$ cat src/rtl/irqenc_pkg.sv
package irqenc_pkg;

    localparam int NUM_SRC  = 31;
    localparam int WORD_W   = 32;
    localparam int LVL_W    = 4;
    localparam int NUM_LVL  = 1 << LVL_W;
    localparam int MASTER_B = WORD_W - 1;

    typedef logic [NUM_SRC-1:0] src_vec_t;
    typedef logic [LVL_W-1:0]   level_t;

    typedef struct packed {
        logic              set;
        logic              clr;
        logic [WORD_W-1:0] data;
    } mask_cmd_t;

    // Priority level given by each bus request line (1..7).
    function automatic level_t bus_level(input int n);
        case (n)
            1:       return 4'd2;
            2:       return 4'd3;
            3:       return 4'd5;
            4:       return 4'd7;
            5:       return 4'd9;
            6:       return 4'd11;
            7:       return 4'd13;
            default: return 4'd0;
        endcase
    endfunction

    // Fixed map from source bit to priority level.
    function automatic level_t src_level(input int b);
        if (b >= 27 && b <= 30) return 4'd15;
        if (b >= 7  && b <= 13) return bus_level(b - 6);
        if (b >= 0  && b <= 6)  return bus_level(b + 1);
        case (b)
            14, 15:  return 4'd12;
            16:      return 4'd6;
            17:      return 4'd13;
            18:      return 4'd4;
            19:      return 4'd10;
            20:      return 4'd8;
            21:      return 4'd9;
            22:      return 4'd11;
            default: return 4'd0;
        endcase
    endfunction

    // Set of source bits that share one level.
    function automatic src_vec_t level_members(input int lvl);
        src_vec_t v;
        v = '0;
        for (int b = 0; b < NUM_SRC; b++)
            if (int'(src_level(b)) == lvl) v[b] = 1'b1;
        return v;
    endfunction

endpackage

$ cat src/rtl/irqenc_mask_reg.sv
module irqenc_mask_reg
    import irqenc_pkg::*;
(
    input  logic              clk_i,
    input  logic              rst_i,
    input  mask_cmd_t         cmd_i,
    output logic [WORD_W-1:0] mask_o
);

    logic [WORD_W-1:0] set_bits;
    logic [WORD_W-1:0] clr_bits;

    always_comb begin
        set_bits = cmd_i.set ? cmd_i.data : '0;
        clr_bits = cmd_i.clr ? cmd_i.data : '0;
    end

    // The clear is applied first and the set after it, so a set wins.
    always_ff @(posedge clk_i) begin
        if (rst_i) mask_o <= '1;
        else       mask_o <= (mask_o & ~clr_bits) | set_bits;
    end

endmodule

$ cat src/rtl/irqenc_level_enc.sv
module irqenc_level_enc
    import irqenc_pkg::*;
(
    input  src_vec_t eff_i,
    output level_t   level_o
);

    logic [NUM_LVL-1:0] hit;

    assign hit[0] = 1'b0;

    generate
        for (genvar l = 1; l < NUM_LVL; l++) begin : g_lvl
            localparam src_vec_t MEMBERS = level_members(l);
            assign hit[l] = |(eff_i & MEMBERS);
        end
    endgenerate

    // Walk the levels upward; the last level that hits is the highest.
    always_comb begin
        level_o = '0;
        for (int l = 1; l < NUM_LVL; l++)
            if (hit[l]) level_o = LVL_W'(l);
    end

endmodule

$ cat src/rtl/irqenc_top.sv
module irqenc_top
    import irqenc_pkg::*;
(
    input  logic                       clk_i,
    input  logic                       rst_i,
    input  logic [irqenc_pkg::NUM_SRC-1:0] req_i,
    input  logic                       wr_set_i,
    input  logic                       wr_clr_i,
    input  logic [irqenc_pkg::WORD_W-1:0]  wdata_i,
    input  logic                       rd_sel_i,
    output logic [irqenc_pkg::WORD_W-1:0]  rdata_o,
    output logic [irqenc_pkg::LVL_W-1:0]   level_o
);

    mask_cmd_t         cmd;
    logic [WORD_W-1:0] mask_q;
    src_vec_t          eff;
    level_t            level_d;

    assign cmd = '{set: wr_set_i, clr: wr_clr_i, data: wdata_i};

    irqenc_mask_reg u_mask (
        .clk_i  (clk_i),
        .rst_i  (rst_i),
        .cmd_i  (cmd),
        .mask_o (mask_q)
    );

    // Only unmasked sources count, and none count while the master mask is set.
    assign eff = req_i & ~mask_q[NUM_SRC-1:0] & {NUM_SRC{~mask_q[MASTER_B]}};

    irqenc_level_enc u_enc (
        .eff_i   (eff),
        .level_o (level_d)
    );

    always_ff @(posedge clk_i) begin
        if (rst_i) level_o <= '0;
        else       level_o <= level_d;
    end

    assign rdata_o = rd_sel_i ? mask_q : {1'b0, req_i};

endmodule

$ cat config.mk
export PLATFORM = sky130hd
export DESIGN_NAME = irqenc_top
export DESIGN_NICKNAME = d
export VERILOG_FILES = /design/src/rtl/irqenc_pkg.sv /design/src/rtl/irqenc_mask_reg.sv /design/src/rtl/irqenc_level_enc.sv /design/src/rtl/irqenc_top.sv
export SDC_FILE = /design/constraint.sdc
export NUM_CORES = 1
export LEC_CHECK = 0
export ABC_AREA = 1
export CAP_MARGIN = 20
export CORE_ASPECT_RATIO = 2
export CORE_MARGIN = 4
export CORE_UTILIZATION = 65
export CTS_CLUSTER_SIZE = 40
export DETAILED_ROUTE_END_ITERATION = 12
export DONT_BUFFER_PORTS = 1
export PLACE_DENSITY_LB_ADDON = 0.15
export SLEW_MARGIN = 30
export SYNTH_ARGS = -nofsm -noshare
export SYNTH_HDL_FRONTEND = slang
export SYNTH_SLANG_ARGS = --single-unit
$ cat constraint.sdc
create_clock -name clk_i -period 1.9 [get_ports clk_i]
set_input_delay 0.38 -clock clk_i [delete_from_list [all_inputs] [get_ports clk_i]]
set_output_delay 0.38 -clock clk_i [all_outputs]
set_load 0.02 [all_outputs]
## Yosys cells after proc, flatten, opt, wreduce, memory -nomap -nowiden

Cells that the tools add are included.

- Flip-flop bits (word level): 36
- Input port bits: 68
- Output and inout port bits: 36
- Logic and storage cells: 34

- Mux-type cells: 16
- Bitwise logic cells: 7
- Reductions and logical operators: 9

Operators with widths:

| kind | count |
|---|---|
| $mux W32 | 3 |
| $and A31 B31 Y31 | 2 |
| $mux W4 | 12 |
| $and A32 B32 Y32 | 1 |
| $not A32 Y32 | 1 |
| $or A32 B32 Y32 | 1 |
| $not A31 Y31 | 1 |
| $reduce_or A2 Y1 | 5 |
| $reduce_or A3 Y1 | 3 |
| $reduce_or A4 Y1 | 1 |
| $mux W2 | 1 |
| $not A1 Y1 | 1 |

## Longest topological paths before layout

Gate-level depths: netlist of run 1.

- Depth after elaboration: 17
- Gate-level depth with buffers: 13
- Mapped depth without buffers: 13

## Cells and area by module

A second synthesis of run 1 with hierarchy kept.

- Cell total of the unflattened synthesis: 422
- Area, all modules: 2389.8 um^2

Modules (own cells, without submodules):

| module | times used | cells each | area an instance (um^2) | seq. area each (um^2) |
|---|---|---|---|---|
| irqenc_mask_reg | 1 | 169 | 1232.4 | 640.6 |
| irqenc_top | 1 | 211 | 967.2 | 80.1 |
| irqenc_level_enc | 1 | 42 | 190.2 | 0.0 |

## Worst setup path before layout of run 1

Ideal clock, no wire load.

- Path kind: input to output
- Start: input port rd_sel_i
- End: output port rdata_o[11] (netlist name)
- Arrival: 1.211 ns
- Data required time: 1.520 ns
- Setup slack: 0.309 ns
- Stages: 4
- Path buffers: 2
- Cells stage by stage: clkbuf_1 > buf_1 > nor2_1 > a21oi_1

- Longest elaborated chain between the ends: 1

RTL lines:

| what | line | text |
|---|---|---|
| from (decl) | irqenc_top.sv:10 | `input logic rd_sel_i,` |
| $mux W32 | irqenc_top.sv:42 | `assign rdata_o = rd_sel_i ? mask_q : {1'b0, req_i};` |
| to (decl) | irqenc_top.sv:11 | `output logic [irqenc_pkg::WORD_W-1:0] rdata_o,` |

No other way between the ends.

## Worst setup path after layout of run 1

- Start: register u_mask.mask_o[21]
- End: output port rdata_o[21] (netlist name)

- Longest elaborated chain between the ends: 1

RTL lines:

| what | line | text |
|---|---|---|
| from (decl) | irqenc_mask_reg.sv:7 | `output logic [WORD_W-1:0] mask_o` |
| from (signal assigned) | irqenc_mask_reg.sv:21 | `else mask_o <= (mask_o & ~clr_bits) \| set_bits;` |
| $mux W32 | irqenc_top.sv:42 |  |

No other way between the ends.

==> summary.txt, run 1 <==
Fraction of layout cells with a size suffix above 1 - 0.0906
Router iterations before antenna repair - 6
Placed Cells - 298
H-tree depth - 2
Hold Buf Count CTS - 0
Unrepaired setup endpoints after global routing - no
Drt wl/cell - 16.6 um
Resize count post-CTS - 0
Nets@finish - 343
Post-CTS Setup Inserts - 0
Max FO, Critical Path - 3
Total grt overflow - 0
Crit start category - register
Final WL - 5090 um
Vias in the first global route - 1,830
Placed Area - 2010 um2
Actual slew at the worst max-slew pin - 0.547 ns
Initial DRC count - 50
Setup TNS - 0 ns
Routed wl met3 - 388 um
Routability-driven placement congestion ratio - 0.783
Worst Hold Class - in -> reg
I/O pins - 104
Die Wd - 47.0 um
# setup viols final - 0
Post-Syn Area per Cell - 7.18 um2
Final period util - 0.778
Initial antenna violation count - 0
Core area - 2940 um2
DRC - 0
Min cycle time layout - 1.48 ns
GRT Total Usage - 0.260
Mapped Cells - 276
Hpwl dp - 3770 um
CP Capture Type - primary output
Mapped Nets - 344
CP Cell Sequence - inv_1 > a21oi_1
Lkg Pwr - 1.00 nW
CP max stage cell - a21oi_1
Clock Tree Buf Depth - 2
YS warnings - 0
Status - finished clean
Fin. max-slew vios - 0
Peak Freq - 676 MHz
Fin cells - 306
WS Path Type - reg -> out
Clk_lat worst skew - 0.27 ns
# rows - 28
Distinct cells, synth - 24
Ant. Diodes - 0
Crit-path leading delay family - compound AO/OA/AOI/OAI gates
Reg clk slew, reported paths - 0.07 ns
Buf/Inv on CP - 1
Starting Density - 0.673
Vias - 1,900
Area growth syn-to-layout - 6.13%
FF+latch count, synth - 36
DR WL met2 - 2810 um
Routed Antenna Nets - 0
M1 WL - 1820 um
Final hold violations - 0
Worst VDD drop - 542 uV
Pwr dens - 780 nW/um2
Routed vias/inst - 6.21
CTS tree - done
Worst slew margin - 0.636
CTS Buf Count - 5
Port buffer count - 0
WHS - 0.161 ns
Clk sinks - 36
Highest-count cells in the layout ignoring fill and taps - 57 x nand2_1, 43 x a21oi_1, 36 x dfxtp_1
Worst endpoint data arrival time - 1.10 ns
Die footprint - 4050 um2
Commonest non-fill, non-tap cell in the layout - nand2_1
Final Skew - 0.00424 ns
Seq/Total Area, Yosys - 0.364
WP data required - 1.52 ns
Max-cap violations - 0
Chip Height - 86.1 um
CP max stage delay - 0.45 ns
Highest metal used - met4
Largest net degree at the start of global routing - 60
Clk root buf - clkbuf_8
Netlist Area Pre-Place - 1980 um2
First-pass GRT wire length - 8000 um
Final Instance Area - 2100 um2
synth_stat cells (all sizes together):
| cell | count | share of area |
|---|---|---|
| nand2 | 57 | 0.11 |
| a21oi | 45 | 0.12 |
| dfxtp | 36 | 0.36 |
| inv | 33 | 0.063 |
| nor2 | 26 | 0.049 |
| a211o | 19 | 0.084 |
| a221o | 13 | 0.066 |
| o21ai | 12 | 0.032 |
| buf | 9 | 0.024 |
| clkbuf | 9 | 0.017 |
| mux2 | 4 | 0.023 |
| a31oi | 3 | 0.017 |
| nor3 | 3 | 0.0076 |
| nand3 | 2 | 0.0051 |
| or2 | 2 | 0.0063 |
| a21boi | 1 | 0.0057 |
| a41oi | 1 | 0.0044 |
| o22ai | 1 | 0.0032 |
routing by layer:
| metal | vias up | global-route usage |
|---|---|---|
| li1 | 935 | - |
| met1 | 883 | 0.294 |
| met2 | 76 | 0.468 |
| met3 | 6 | 0.0525 |
| met4 | 0 | 0.0630 |
| met5 | - | 0 |
power by group:
group          internal [mW]  switching (mW)  leakage, nW  total [mW]
Clock                  0.295           0.241       0.0455       0.537
Combinational          0.108           0.170        0.658       0.278
Sequential             0.799          0.0258        0.297       0.824
worst reg2reg max path: stages (launching register included):
cell and delay [ns]:
dfxtp_1 0.32, buf_4 0.18, inv_1 0.16, a31oi_1 0.24
nand2_1 0.10, nor2_1 0.16, nand2_1 0.08, a21oi_1 0.13
path summary, 6_finish.rpt:
| kind | start | end | cells past startpoint | slack, ns |
|---|---|---|---|---|
| hold / removal | rst_i | level_o[0] | 1 | 0.16 |
| setup reg to reg | u_mask.mask_o[31] | level_o[2] | 7 | 0.47 |
| setup / recovery | u_mask.mask_o[21] | rdata_o[21] | 2 | 0.42 |
| hold reg to reg | u_mask.mask_o[26] | u_mask.mask_o[26] | 1 | 0.49 |
layout make-up:
type,instances,area [um2]
multi-input cells,189,1050
fillers,268,841
flip-flops and latches,36,721
inverters,33,124
clock buffers,8,90.1
repair buffers,10,75.1
well taps,30,37.5
through the flow:
step	setup WS (ns)	total power [mW]	utilization
floorplan	0.309	1.10	-
global placement	0.553	1.11	0.684
detailed placement	0.484	1.12	0.684
CTS	0.413	1.65	0.714
global route	0.320	1.72	0.714
finish	0.421	1.64	0.714
flip-flops by register name, summed over array words and instances, names as in the netlist:
name and flops:
u_mask.mask_o 32, level_o 4
kinds of logic after synthesis:
logic type      after synthesis  share of synthesized area
compound gates               95                      0.334
simple gates                 90                      0.176
buf+inv                      51                      0.104
flops                        36                      0.364
mux                           4                     0.0227
(Power assumes the default switching activity.)
==> run 2, diff against run 1 <==
--- a/config.mk
+++ b/config.mk
@@ -9,7 +9,7 @@
 export CAP_MARGIN = 20
 export CORE_ASPECT_RATIO = 2
 export CORE_MARGIN = 4
-export CORE_UTILIZATION = 65
+export CORE_UTILIZATION = 56
 export CTS_CLUSTER_SIZE = 40
 export DETAILED_ROUTE_END_ITERATION = 12
 export DONT_BUFFER_PORTS = 1
==> constraint.sdc (replaced) <==
create_clock -name clk_i -period 1.25 [get_ports clk_i]
set_input_delay 0.25 -clock clk_i [delete_from_list [all_inputs] [get_ports clk_i]]
set_output_delay 0.25 -clock clk_i [all_outputs]
set_load 0.02 [all_outputs]
==> run 2 against run 1 <==
Largest power group unchanged. Register-to-register slack got worse by 0.49 ns. The run now ends with setup timing left. Largest cell class unchanged. Wire length rose by 7.6%. Worst setup slack got worse by 0.46 ns.
==> summary.txt, run 2 (synthesis results as in run 1) <==
Nets@finish - 358 (was 343)
Clk sinks - 36 (unchanged)
Worst Hold Class - in -> reg (unchanged)
Crit start category - register (unchanged)
Max-cap violations - 0 (unchanged)
DRC - 0 (unchanged)
Die footprint - 4610 um2 (was 4050 um2)
Fin cells - 339 (was 306)
Total grt overflow - 0 (unchanged)
Port buffer count - 0 (unchanged)
Area growth syn-to-layout - 21.0% (was 6.13%)
Largest net degree at the start of global routing - 60 (unchanged)
# setup viols final - 3 (was 0)
Largest register FFs - 32 (unchanged)
Failing checks - setup timing
CTS Buf Count - 5 (unchanged)
I/O pins - 104 (unchanged)
# rows - 30 (was 28)
Max FO, Critical Path - 2 (was 3)
CP Capture Type - primary output (unchanged)
Final period util - 1.03
Routability-driven placement congestion ratio - 0.831 (was 0.783)
Clock Tree Buf Depth - 2 (unchanged)
Chip Height - 92.1 um (was 86.1 um)
GRT Total Usage - 0.239 (was 0.260)
Router iterations before antenna repair - 4 (was 6)
Die Wd - 50.1 um (was 47.0 um)
Final WL - 5470 um (was 5090 um)
Ant. Diodes - 0 (unchanged)
Min cycle time layout - 1.29 ns
Actual slew at the worst max-slew pin - 0.468 ns (was 0.547 ns)
Layout Utilization - 0.702 (was 0.714)
Starting Density - 0.580 (was 0.673)
CP Cell Sequence - inv_2 > buf_6 > a21oi_4 > buf_6 (was inv_1 > a21oi_1)
Dpl ws - -0.0230 ns (was 0.484 ns)
Placed Cells - 327 (was 298)
Vias in the first global route - 1,900 (was 1,830)
Unrepaired setup endpoints after global routing - yes (was no)
WS Path Type - reg -> out (unchanged)
Initial DRC count - 29 (was 50)
CTS tree - done (unchanged)
WP data required - 1.00 ns (was 1.52 ns)
Clk_lat worst skew - 0.29 ns (was 0.27 ns)
Fraction of layout cells with a size suffix above 1 - 0.271 (was 0.0906)
Vias - 1,969 (was 1,900)
Hpwl dp - 3880 um (was 3770 um)
Fin. max-slew vios - 0 (unchanged)
CP max stage cell - dfxtp_2 (was a21oi_1)
Routed vias/inst - 5.81 (was 6.21)
Pwr dens - 1090 nW/um2 (was 780 nW/um2)
Final WS setup - -0.0403 ns (was 0.421 ns)
Buf/Inv on CP - 3 (was 1)
Peak Freq - 775 MHz
Routed Antenna Nets - 0 (unchanged)
Crit-path leading delay family - flip-flops (was compound AO/OA/AOI/OAI gates)
Status - finished with violations (was finished clean)
Core area - 3420 um2 (was 2940 um2)
CP max stage delay - 0.32 ns (was 0.45 ns)
First-pass GRT wire length - 8570 um (was 8000 um)
Clk root buf - clkbuf_8 (unchanged)
Reg clk slew, reported paths - 0.07 ns (about the same)
H-tree depth - 2 (unchanged)
Lkg Pwr - 1.08 nW (was 1.00 nW)
Worst slew margin - 0.687 (was 0.636)
Highest-count cells in the layout ignoring fill and taps - 57 x nand2_1, 30 x a21oi_1, 29 x dfxtp_1 (was 57 x nand2_1, 43 x a21oi_1, 36 x dfxtp_1)
Crit path top cell by count - buf_6
Reg2Reg Setup Slack - -0.02 ns (was 0.47 ns)
Hold Buf Count CTS - 0 (unchanged)
Worst endpoint data arrival time - 1.04 ns (was 1.10 ns)
Drt wl/cell - 16.1 um (was 16.6 um)
Worst VDD drop - 759 uV (was 542 uV)
Setup TNS - -0.0714 ns (was 0 ns)
Final Skew - 0.00560 ns (was 0.00424 ns)
Largest Register - u_mask.mask_o (unchanged)
Initial antenna violation count - 0 (unchanged)
Commonest non-fill, non-tap cell in the layout - nand2_1 (unchanged)
Largest regs - u_mask.mask_o x32, level_o x4 (unchanged)
Final hold violations - 0 (unchanged)
-- run 2: changes by cell type in the layout (fill, tap and decap cells not counted), moves of 4 or more --
cell     change
o21ai_0      -9
buf_4        +6
inv_2        +9
dfxtp_1      -7
inv_1       -10
buf_6        +9
o21ai_2      +6
a21oi_1     -13
a21oi_2      +9
a21oi_4      +4
dfxtp_2      +7
-- run 2: metrics by stage --
step	hold slack (ns)	total power [mW]	instance area (um2)
after floorplan	0.368	1.69	2000
after global placement	0.319	1.73	2130
after detailed placement	0.319	1.73	2130
after CTS	0.0149	2.59	2270
after global routing	0.00648	2.73	2400
final	0.0230	2.61	2400
-- run 2: repair_timing --
action,4_1_cts,5_1_grt
setup buffers,1,3
pin swaps,1,8
resized for setup,15,34
endpoints found under the setup margin,10,20
-- run 2: per-layer routing --
metal,track usage,part of all wire,vias to the layer above
li1,-,-,966
met1,0.255,0.36,903
met2,0.412,0.53,83
met3,0.0764,0.081,17
met4,0.109,0.032,0
met5,0,0,-
-- run 2: path summary, 6_finish.rpt --
path	start	to	depth (start not counted)
min reg2reg	u_mask.mask_o[23]	u_mask.mask_o[23]	1
min	rst_i	level_o[0]	1
max	u_mask.mask_o[18]	rdata_o[18]	4
max reg2reg	u_mask.mask_o[31]	level_o[1]	5
-- run 2: final cells by class --
type | count | area (um2)
multi-input cells | 189 | 1170
fillers | 294 | 1020
flip-flops and latches | 36 | 729
repair buffers | 25 | 221
inverters | 33 | 126
clock buffers | 8 | 90.1
well taps | 48 | 60.1
-- run 2: worst register-to-register path, stage by stage, from the launching register on --
cell     delay, ns
dfxtp_2       0.34
buf_4         0.15
a31oi_1       0.37
nor2_1        0.10
a21oi_1       0.16
nor2_1        0.05
-- run 2: power breakdown --
group          total [mW]  switching (mW)  internal [mW]
combinational       0.515           0.290          0.225
sequential           1.26          0.0422           1.22
clock               0.839           0.390          0.449
total                2.61           0.722           1.89
